[src/rtl/cks_pkg.sv]
package cks_pkg;

  localparam int WORD_W = 12;
  localparam int SUM_W  = 16;
  localparam int N_IDS  = 4;
  localparam int NIB_W  = SUM_W / N_IDS;

  // protection bit is active low
  function automatic logic is_protected(input logic [WORD_W-1:0] cfg, input int prot_bit);
    return (cfg[prot_bit] == 1'b0);
  endfunction

  // ID0 lands in the top nibble
  function automatic logic [SUM_W-1:0] pack_ids(input logic [N_IDS*WORD_W-1:0] ids);
    logic [SUM_W-1:0] r;
    r = '0;
    for (int i = 0; i < N_IDS; i++)
      r[SUM_W-1-i*NIB_W -: NIB_W] = ids[i*WORD_W +: NIB_W];
    return r;
  endfunction

  // starting value of the accumulator
  function automatic logic [SUM_W-1:0] seed_term(input logic [WORD_W-1:0] cfg,
                                                 input logic [N_IDS*WORD_W-1:0] ids,
                                                 input logic [WORD_W-1:0] cfg_mask,
                                                 input int prot_bit);
    logic [SUM_W-1:0] s;
    s = SUM_W'(cfg & cfg_mask);
    if (is_protected(cfg, prot_bit)) s = s + pack_ids(ids);
    return s;
  endfunction

endpackage

[src/rtl/cks_addr_seq.sv]
module cks_addr_seq #(
  parameter int ADDR_W    = 11,
  parameter int FULL_LAST = 'h3FE,
  parameter int PROT_LAST = 'h03F
) (
  input  logic              clk,
  input  logic              rst_n,
  input  logic              launch,
  input  logic              prot,
  output logic              rd_en,
  output logic [ADDR_W-1:0] rd_addr,
  output logic              rd_last
);
  localparam logic [ADDR_W-1:0] FULL_L = ADDR_W'(FULL_LAST);
  localparam logic [ADDR_W-1:0] PROT_L = ADDR_W'(PROT_LAST);

  logic              busy;
  logic [ADDR_W-1:0] addr;
  logic [ADDR_W-1:0] lim;

  always_ff @(posedge clk) begin
    if (!rst_n) begin
      busy <= 1'b0;
      addr <= '0;
      lim  <= '0;
    end else if (launch) begin
      busy <= 1'b1;
      addr <= '0;
      lim  <= prot ? PROT_L : FULL_L;
    end else if (busy) begin
      if (addr == lim) busy <= 1'b0;
      else             addr <= addr + 1'b1;
    end
  end

  assign rd_en   = busy;
  assign rd_addr = addr;
  assign rd_last = busy && (addr == lim);

  AST_ADDR_STEP: assert property (@(posedge clk) disable iff (!rst_n)
    (rd_en && !rd_last && !launch) |=> (rd_en && rd_addr == $past(rd_addr) + 1'b1));
  AST_ADDR_CEIL: assert property (@(posedge clk) disable iff (!rst_n)
    rd_en |-> (rd_addr <= FULL_L));
  AST_STOP_AFTER_LAST: assert property (@(posedge clk) disable iff (!rst_n)
    (rd_last && !launch) |=> !rd_en);
endmodule

[src/rtl/cks_accum.sv]
module cks_accum #(
  parameter int SUM_W  = 16,
  parameter int WORD_W = 12
) (
  input  logic              clk,
  input  logic              rst_n,
  input  logic              launch,
  input  logic [SUM_W-1:0]  seed,
  input  logic              vld,
  input  logic              last,
  input  logic [WORD_W-1:0] data,
  output logic [SUM_W-1:0]  sum,
  output logic              done
);
  logic [SUM_W-1:0] acc;
  logic             fin;

  always_ff @(posedge clk) begin
    if (!rst_n) begin
      acc <= '0;
      fin <= 1'b0;
    end else if (launch) begin
      acc <= seed;
      fin <= 1'b0;
    end else if (vld) begin
      acc <= acc + SUM_W'(data);   // carry out of the top bit is dropped
      if (last) fin <= 1'b1;
    end
  end

  assign sum  = acc;
  assign done = fin;

  AST_DONE_HOLD: assert property (@(posedge clk) disable iff (!rst_n)
    (done && !launch) |=> (done && $stable(sum)));
  AST_DONE_CAUSE: assert property (@(posedge clk) disable iff (!rst_n)
    $rose(done) |-> $past(vld && last));
  AST_LAUNCH_CLEARS: assert property (@(posedge clk) disable iff (!rst_n)
    launch |=> !done);
endmodule

[src/rtl/cks_engine.sv]
module cks_engine #(
  parameter int ADDR_W    = 11,
  parameter int FULL_LAST = 'h3FE,
  parameter int PROT_LAST = 'h03F,
  parameter int CFG_MASK  = 'h0FF,
  parameter int PROT_BIT  = 4
) (
  input  logic                clk,
  input  logic                rst_n,
  input  logic                start,
  input  logic [11:0]         cfg_word,
  input  logic [47:0]         id_words,
  output logic                rd_en,
  output logic [ADDR_W-1:0]   rd_addr,
  input  logic [11:0]         rd_data,
  output logic                done,
  output logic [15:0]         checksum
);
  import cks_pkg::*;

  localparam logic [WORD_W-1:0] MASK_W = WORD_W'(CFG_MASK);
  localparam logic [ADDR_W-1:0] PROT_L = ADDR_W'(PROT_LAST);

  logic             vld_q, last_q, prot_q;
  logic             rd_last;
  logic             scan_busy;
  logic             launch;
  logic             prot_now;
  logic [SUM_W-1:0] seed;

  assign scan_busy = rd_en | vld_q;
  assign launch    = start & ~scan_busy;
  assign prot_now  = is_protected(cfg_word, PROT_BIT);
  assign seed      = seed_term(cfg_word, id_words, MASK_W, PROT_BIT);

  cks_addr_seq #(.ADDR_W(ADDR_W), .FULL_LAST(FULL_LAST), .PROT_LAST(PROT_LAST)) u_seq (
    .clk(clk), .rst_n(rst_n), .launch(launch), .prot(prot_now),
    .rd_en(rd_en), .rd_addr(rd_addr), .rd_last(rd_last)
  );

  // one-cycle read latency: data for the address of cycle n arrives in n+1
  always_ff @(posedge clk) begin
    if (!rst_n) begin
      vld_q  <= 1'b0;
      last_q <= 1'b0;
      prot_q <= 1'b0;
    end else begin
      vld_q  <= rd_en;
      last_q <= rd_last;
      if (launch) prot_q <= prot_now;
    end
  end

  cks_accum #(.SUM_W(SUM_W), .WORD_W(WORD_W)) u_acc (
    .clk(clk), .rst_n(rst_n), .launch(launch), .seed(seed),
    .vld(vld_q), .last(last_q), .data(rd_data),
    .sum(checksum), .done(done)
  );

  AST_PROT_RANGE: assert property (@(posedge clk) disable iff (!rst_n)
    (rd_en && prot_q) |-> (rd_addr <= PROT_L));
  AST_NO_DONE_WHILE_READING: assert property (@(posedge clk) disable iff (!rst_n)
    rd_en |-> !done);
  AST_FIRST_ADDR: assert property (@(posedge clk) disable iff (!rst_n)
    launch |=> (rd_en && rd_addr == '0));
endmodule

[config.mk]
export PLATFORM = sky130hd
export DESIGN_NAME = cks_engine
export DESIGN_NICKNAME = d
export VERILOG_FILES = /design/src/rtl/cks_pkg.sv /design/src/rtl/cks_addr_seq.sv /design/src/rtl/cks_accum.sv /design/src/rtl/cks_engine.sv
export SDC_FILE = /design/constraint.sdc
export NUM_CORES = 1
export LEC_CHECK = 0
export ABC_CLOCK_PERIOD_IN_PS = 2100
export BUFFER_PORTS_ARGS = -buffer_cell sky130_fd_sc_hd__clkbuf_2
export CAP_MARGIN = 30
export CORE_MARGIN = 5
export CORE_UTILIZATION = 44
export CTS_CLUSTER_DIAMETER = 30
export DETAILED_ROUTE_END_ITERATION = 8
export GPL_ROUTABILITY_DRIVEN = 1
export PLACE_DENSITY_LB_ADDON = 0.25
export SYNTH_ARGS = -nofsm -noshare
export SYNTH_HDL_FRONTEND = slang
export SYNTH_SLANG_ARGS = --single-unit
[constraint.sdc]
create_clock -name clk -period 2.1 [get_ports clk]
set_clock_uncertainty 0.05 [all_clocks]
set_input_delay 0.21 -clock clk [delete_from_list [all_inputs] [get_ports clk]]
set_output_delay 0.21 -clock clk [all_outputs]
set_load 0.01 [all_outputs]
# Yosys cells after proc, flatten, opt, wreduce, memory -nomap -nowiden
# Cells that the tools add are included.
# totals
ff_bits,42
inputBits,75
output_inout_bits,29
wordCells,28
# op_classes
addsub,3
n_eq_ne,1
muxes,7
n_bitwise,5
n_reduce_logical,5
# ops
operator,n
16-bit 2-to-1 mux,3
16-bit by 12-bit adder with 16-bit output,1
8-bit by 16-bit adder with 16-bit output,1
11-bit by 1-bit adder with 11-bit output (second input constant),1
11-bit equality test,1
10-bit 2-to-1 mux,1
2-bit AND reduction,2
1-bit 2-to-1 mux,3
1-bit NOT,3
2-bit nonzero test,1
2-bit OR reduction,1
1-bit AND,1
1-bit logical AND,1
1-bit bitwise OR,1

# Logic depth before layout (Yosys ltp)
# depth
word_depth,4
ltp_mapped,8
depth_no_buf,8

# Cells and area by module
# From an unflattened synthesis, not the netlist that was laid out.
# unflattened
hier_cells,373
hier_area_um2,2965.3
# modules_own_cells
mod,instances,cells_per_inst,area_each_um2,seq_area_each_um2
cks_accum,1,180,1413.9,340.3
cks_addr_seq,1,87,783.3,300.3
cks_engine,1,106,768.2,40.0

# Least setup slack after synthesis
# OpenSTA, ideal clock, no wires.
# synth_path
kind,reg2reg
startpoint,reg u_acc.acc[0] (netlist: u_acc.sum[0])
endpoint,reg u_acc.acc[14] (netlist: u_acc.sum[14])
setup_ns,0.116
t_arrival_ns,2.101
required_time_ns,1.934
path_slack_ns,-0.167
path_stages_with_launch,9
path_buffers,0
period_less_slack_ns,2.267
cell_sequence,dfxtp_1 > ha_1 > fa_1 > a211oi_1 > o211ai_1 > a221o_1 > a31oi_1 > o22ai_1 > o211a_1
# synth_between
elab_chain_cells,3
# synth_rtl
element,line,rtl
start: declaration,cks_accum.sv:15,logic [SUM_W-1:0] acc;
start signal: assignment,cks_accum.sv:26,acc <= acc + SUM_W'(data);
16-bit by 12-bit adder with 16-bit output,cks_accum.sv:26,
16-bit 2-to-1 mux,cks_accum.sv:25,end else if (vld) begin
16-bit 2-to-1 mux,cks_accum.sv:22,end else if (launch) begin
# Every way passes these cells. The select of a mux whose other input is x is not followed.
# A chain may end at the register's enable or synchronous reset.

# Final worst setup path
# Ends and elaborated chain as after synthesis.

==> flow_summary_export.csv <==
group,metric,value,unit
outcome,status,"complete, but fails checks",
outcome,failed_checks,"negative setup slack",
sta,timing_hold_violations_final,0,
placement,pre_cts_slack,-0.208,ns
finish,syn2layout_area_growth,34.4,%
synthesis,combined_area_of_all_synthesized_cells,0.00261,mm^2
cts,tritoncts,"built",
setup_path,worstSetupStartpointType,"flip-flop",
setup_path,worstSetupEndpointType,"flip-flop",
routing,post_drt_wl_per_cell,15.2,um
routing,vias,2759,
power_and_ir_drop,power_per_cell_area,622,mW/mm^2
finish,mostFrequentLayoutCells,"67 x clkbuf_2, 41 x buf_4, 34 x nor2_1",
worst_hold_path,worstHoldPathType,"primary input to flip-flop",
synthesis,synth_ff_type,"dfxtp_1",
synthesis,sequential_element_share_of_the_synthesized_area,26.1,%
power_and_ir_drop,leakage,0.00161,uW
routing,viasPerCell,5.59,
finish,final_nets,517,
power_and_ir_drop,power_switching,724,uW
cts,cts.root.buffer_cell,"clkbuf_8",
worst_hold_path,whs_path_depth,2,
cts,htree_num_levels,2,
finish,most_frequent_standard_cell_in_the_layout_excluding_fill_and_tap_cells,"clkbuf_2",
setup_path,timing.setup.critical_path_class,"flip-flop to flip-flop",
flow_run,max_cap_violations,0,
placement,placedInstanceArea,0.00328,mm^2
power_and_ir_drop,clockPowerShare,28.5,%
sta,max_slew.worst_pin.slew,0.451,ns
sta,hold_ws,0.200,ns
global_route,grt.met3_usage,3.41,%
synthesis,netlist-cell-type-count,54,
global_route,grt_usage,19.8,%
placement,dp_hpwl,5740,um
sta,max_freq,456,MHz
finish,fill_cells,520,
setup_path,worstRegToRegCells,8,
synthesis,syn_nets,415,
routing,drt_wl_total,7510,um
power_and_ir_drop,p_seq_share,33.3,%
synthesis,syn-mean-instance-area,8.22,um^2
floorplan,row_count,28,
sta,layout_worst_path_cycle_share,104,%
synthesis,synth_seq_cells,34,
synthesis,post_synth_inst_count,317,
cts,cts-hold-fix-buffers,0,
cts,cts_buffers,5,
power_and_ir_drop,cell_internal_pwr,1460,uW
global_route,globalRouteMet2Util,31.3,%
power_and_ir_drop,share_comb_of_total_power,38.3,%
finish,antenna_cells,0,
setup_path,worstPathArrival,2.32,ns
global_route,first_global_vias,2562,
cts,insertion_delay,0.29,ns
placement,gp_routability_congestion,0.845,
sta,layout_min_cycle_time,2.19,ns
floorplan,die_h,87.0,um
floorplan,boundaryPins,104,
routing,first_drt_iteration_drcs,112,
global_route,globalRoute.totalOverflow,0,
global_route,largest_net_degree_at_the_start_of_global_routing,32,
finish,non_filler_cell_area_final,0.00350,mm^2
sta,number_of_max_slew_violations_in_the_final_report,0,
floorplan,start_util,44.5,%
cts,cts.path.max_buffers,2,
synthesis,synth_async_sr_flop_share,0,%
global_route,busiest_layer,"met2",
cts,clkSlewWorstSetupHoldPaths,0.07,ns
setup_path,critical_path_peak_fanout,4,
finish,regArea,682,um^2
sta,slew_headroom,69.2,%
floorplan,placeableCoreArea,0.00585,mm^2
floorplan,die_x,87.0,um
finish,post_route_cells_drive_above_1_share,32.9,%
routing,drtAntennaViolNets,0,
global_route,global_route_wire_length_before_repair,12000,um
routing,drc_errors,0,
synthesis,count_of_flip_flops_with_a_built_in_enable_after_synthesis,0,
placement,portBuffers,67,
sta,setup_violations,2,
setup_path,cp_data_required_time,2.23,ns
power_and_ir_drop,irDropWorstVdd,349,uV
global_route,grtUsageMet1,27.6,%
synthesis,synth.yosys.warnings,0,
finish,multiInputGateArea,0.00195,mm^2
sta,rsz_0062_raised_after_global_routing,"true",
sta,total_negative_setup_slack,-0.123,ns
cts,clock_sink_count,34,
routing,drtPass1Iterations,4,
floorplan,floorplan.die_area,0.00756,mm^2
sta,final_critical_path_setup_slack,-0.0928,ns
global_route,antenna_found_initial,0,
power_and_ir_drop,switching_share,33.2,%
==> cell usage after synthesis, types with 2 or more instances <==
cell type / instances / share of area [%]
or3_1: 2 / 0.48
o21ai_1: 4 / 0.77
nor2b_1: 2 / 0.48
nand3_1: 5 / 0.96
a31oi_1: 6 / 1.4
o211ai_1: 3 / 0.86
nor4_1: 4 / 0.96
fa_1: 2 / 1.5
nand2_1: 16 / 2.3
o22ai_1: 4 / 0.96
clkbuf_1: 11 / 1.6
nor2_1: 34 / 4.9
nand4_1: 13 / 3.1
mux2i_1: 5 / 1.9
and3_1: 7 / 1.7
a211oi_1: 13 / 3.7
o32ai_1: 2 / 0.67
and4_1: 2 / 0.67
o21a_1: 2 / 0.58
ha_1: 21 / 10
a21boi_0: 2 / 0.58
nand2b_1: 3 / 0.72
a21o_1: 10 / 2.9
xor2_1: 23 / 7.7
inv_1: 7 / 1.0
o21ai_0: 15 / 2.9
dfxtp_1: 34 / 26
o21bai_1: 3 / 0.86
xnor2_1: 8 / 2.7
a41oi_1: 2 / 0.67
a221oi_1: 3 / 1.0
a21oi_1: 27 / 5.2
==> area by class of cell <==
type                    count  share of cell area, %
clock buffers               6                   2.36
clock inverters             1                  0.857
inverters                   7                  0.750
multi-input cells         263                   55.5
flip-flops and latches     34                   19.5
well taps                  75                   2.68
repair buffers            108                   18.4
==> metal layers <==
layer	wire length, um	share of wire [%]
met1	3620	48
met2	3390	45
met3	424	5.6
met4	71	0.95
met5	0	0
==> path summary, 6_finish.rpt <==
path / start / endpoint / slack, ns
worst min-delay path: rst_n / u_seq.lim[0] / 0.20
worst max register to register: u_acc.sum[0] / u_acc.sum[14] / -0.09
worst max-delay path: u_acc.sum[0] / u_acc.sum[14] / -0.09
worst min register to register: last_q / u_acc.done / 0.42
==> logic make-up (layout without fill, tap and decap cells) <==
family	after synthesis	in the layout	synth area share (%)
adder cells (fa/ha/maj)	23	23	11.6
AND/OR/NAND/NOR	96	96	18.7
XOR/XNOR	31	31	10.4
AO/OA/AOI/OAI	108	108	28.1
buffers and inverters	20	122	3.07
multiplexers	5	5	1.92
flip-flops	34	34	26.1
==> power groups by stage <==
| stage | combinational, uW | clock, uW | sequential (uW) |
|---|---|---|---|
| floorplan | 460 | 0 | 745 |
| global placement | 763 | 0 | 734 |
| detailed placement | 773 | 0 | 735 |
| CTS | 793 | 630 | 721 |
| global route | 915 | 655 | 729 |
| finish | 834 | 620 | 725 |
==> critical path, stage by stage, from the launching register on <==
cell and delay (ns):
dfxtp_2 0.34, ha_4 0.16, fa_2 0.35, a211oi_2 0.21, o211ai_1 0.15, a221o_1 0.40
a31oi_1 0.20, o22ai_1 0.10, o211a_1 0.13
==> state kept, by name, summed over array words and instances (netlist names) <==
register,count
last_q,1
vld_q,1
u_seq.lim,3
u_acc.sum,16
u_seq.rd_en,1
u_seq.rd_addr,11
u_acc.done,1
==> what timing repair did <==
item | 4_1_cts | 5_1_grt
setup buffers | 1 | 3
gates resized for setup | 4 | 12
pin swaps | 3 | 8
endpoints found under the setup margin | 4 | 7
==> metrics by stage <==
stage	total power (uW)	utilization, %	cells
2_1_floorplan	1210	-	317
3_3_place_gp	1500	56.1	484
3_5_place_dp	1510	56.1	484
4_1_cts	2140	58.6	492
5_1_grt	2300	59.9	494
6_report	2180	59.9	494
Power figures use the tool's default switching activity.
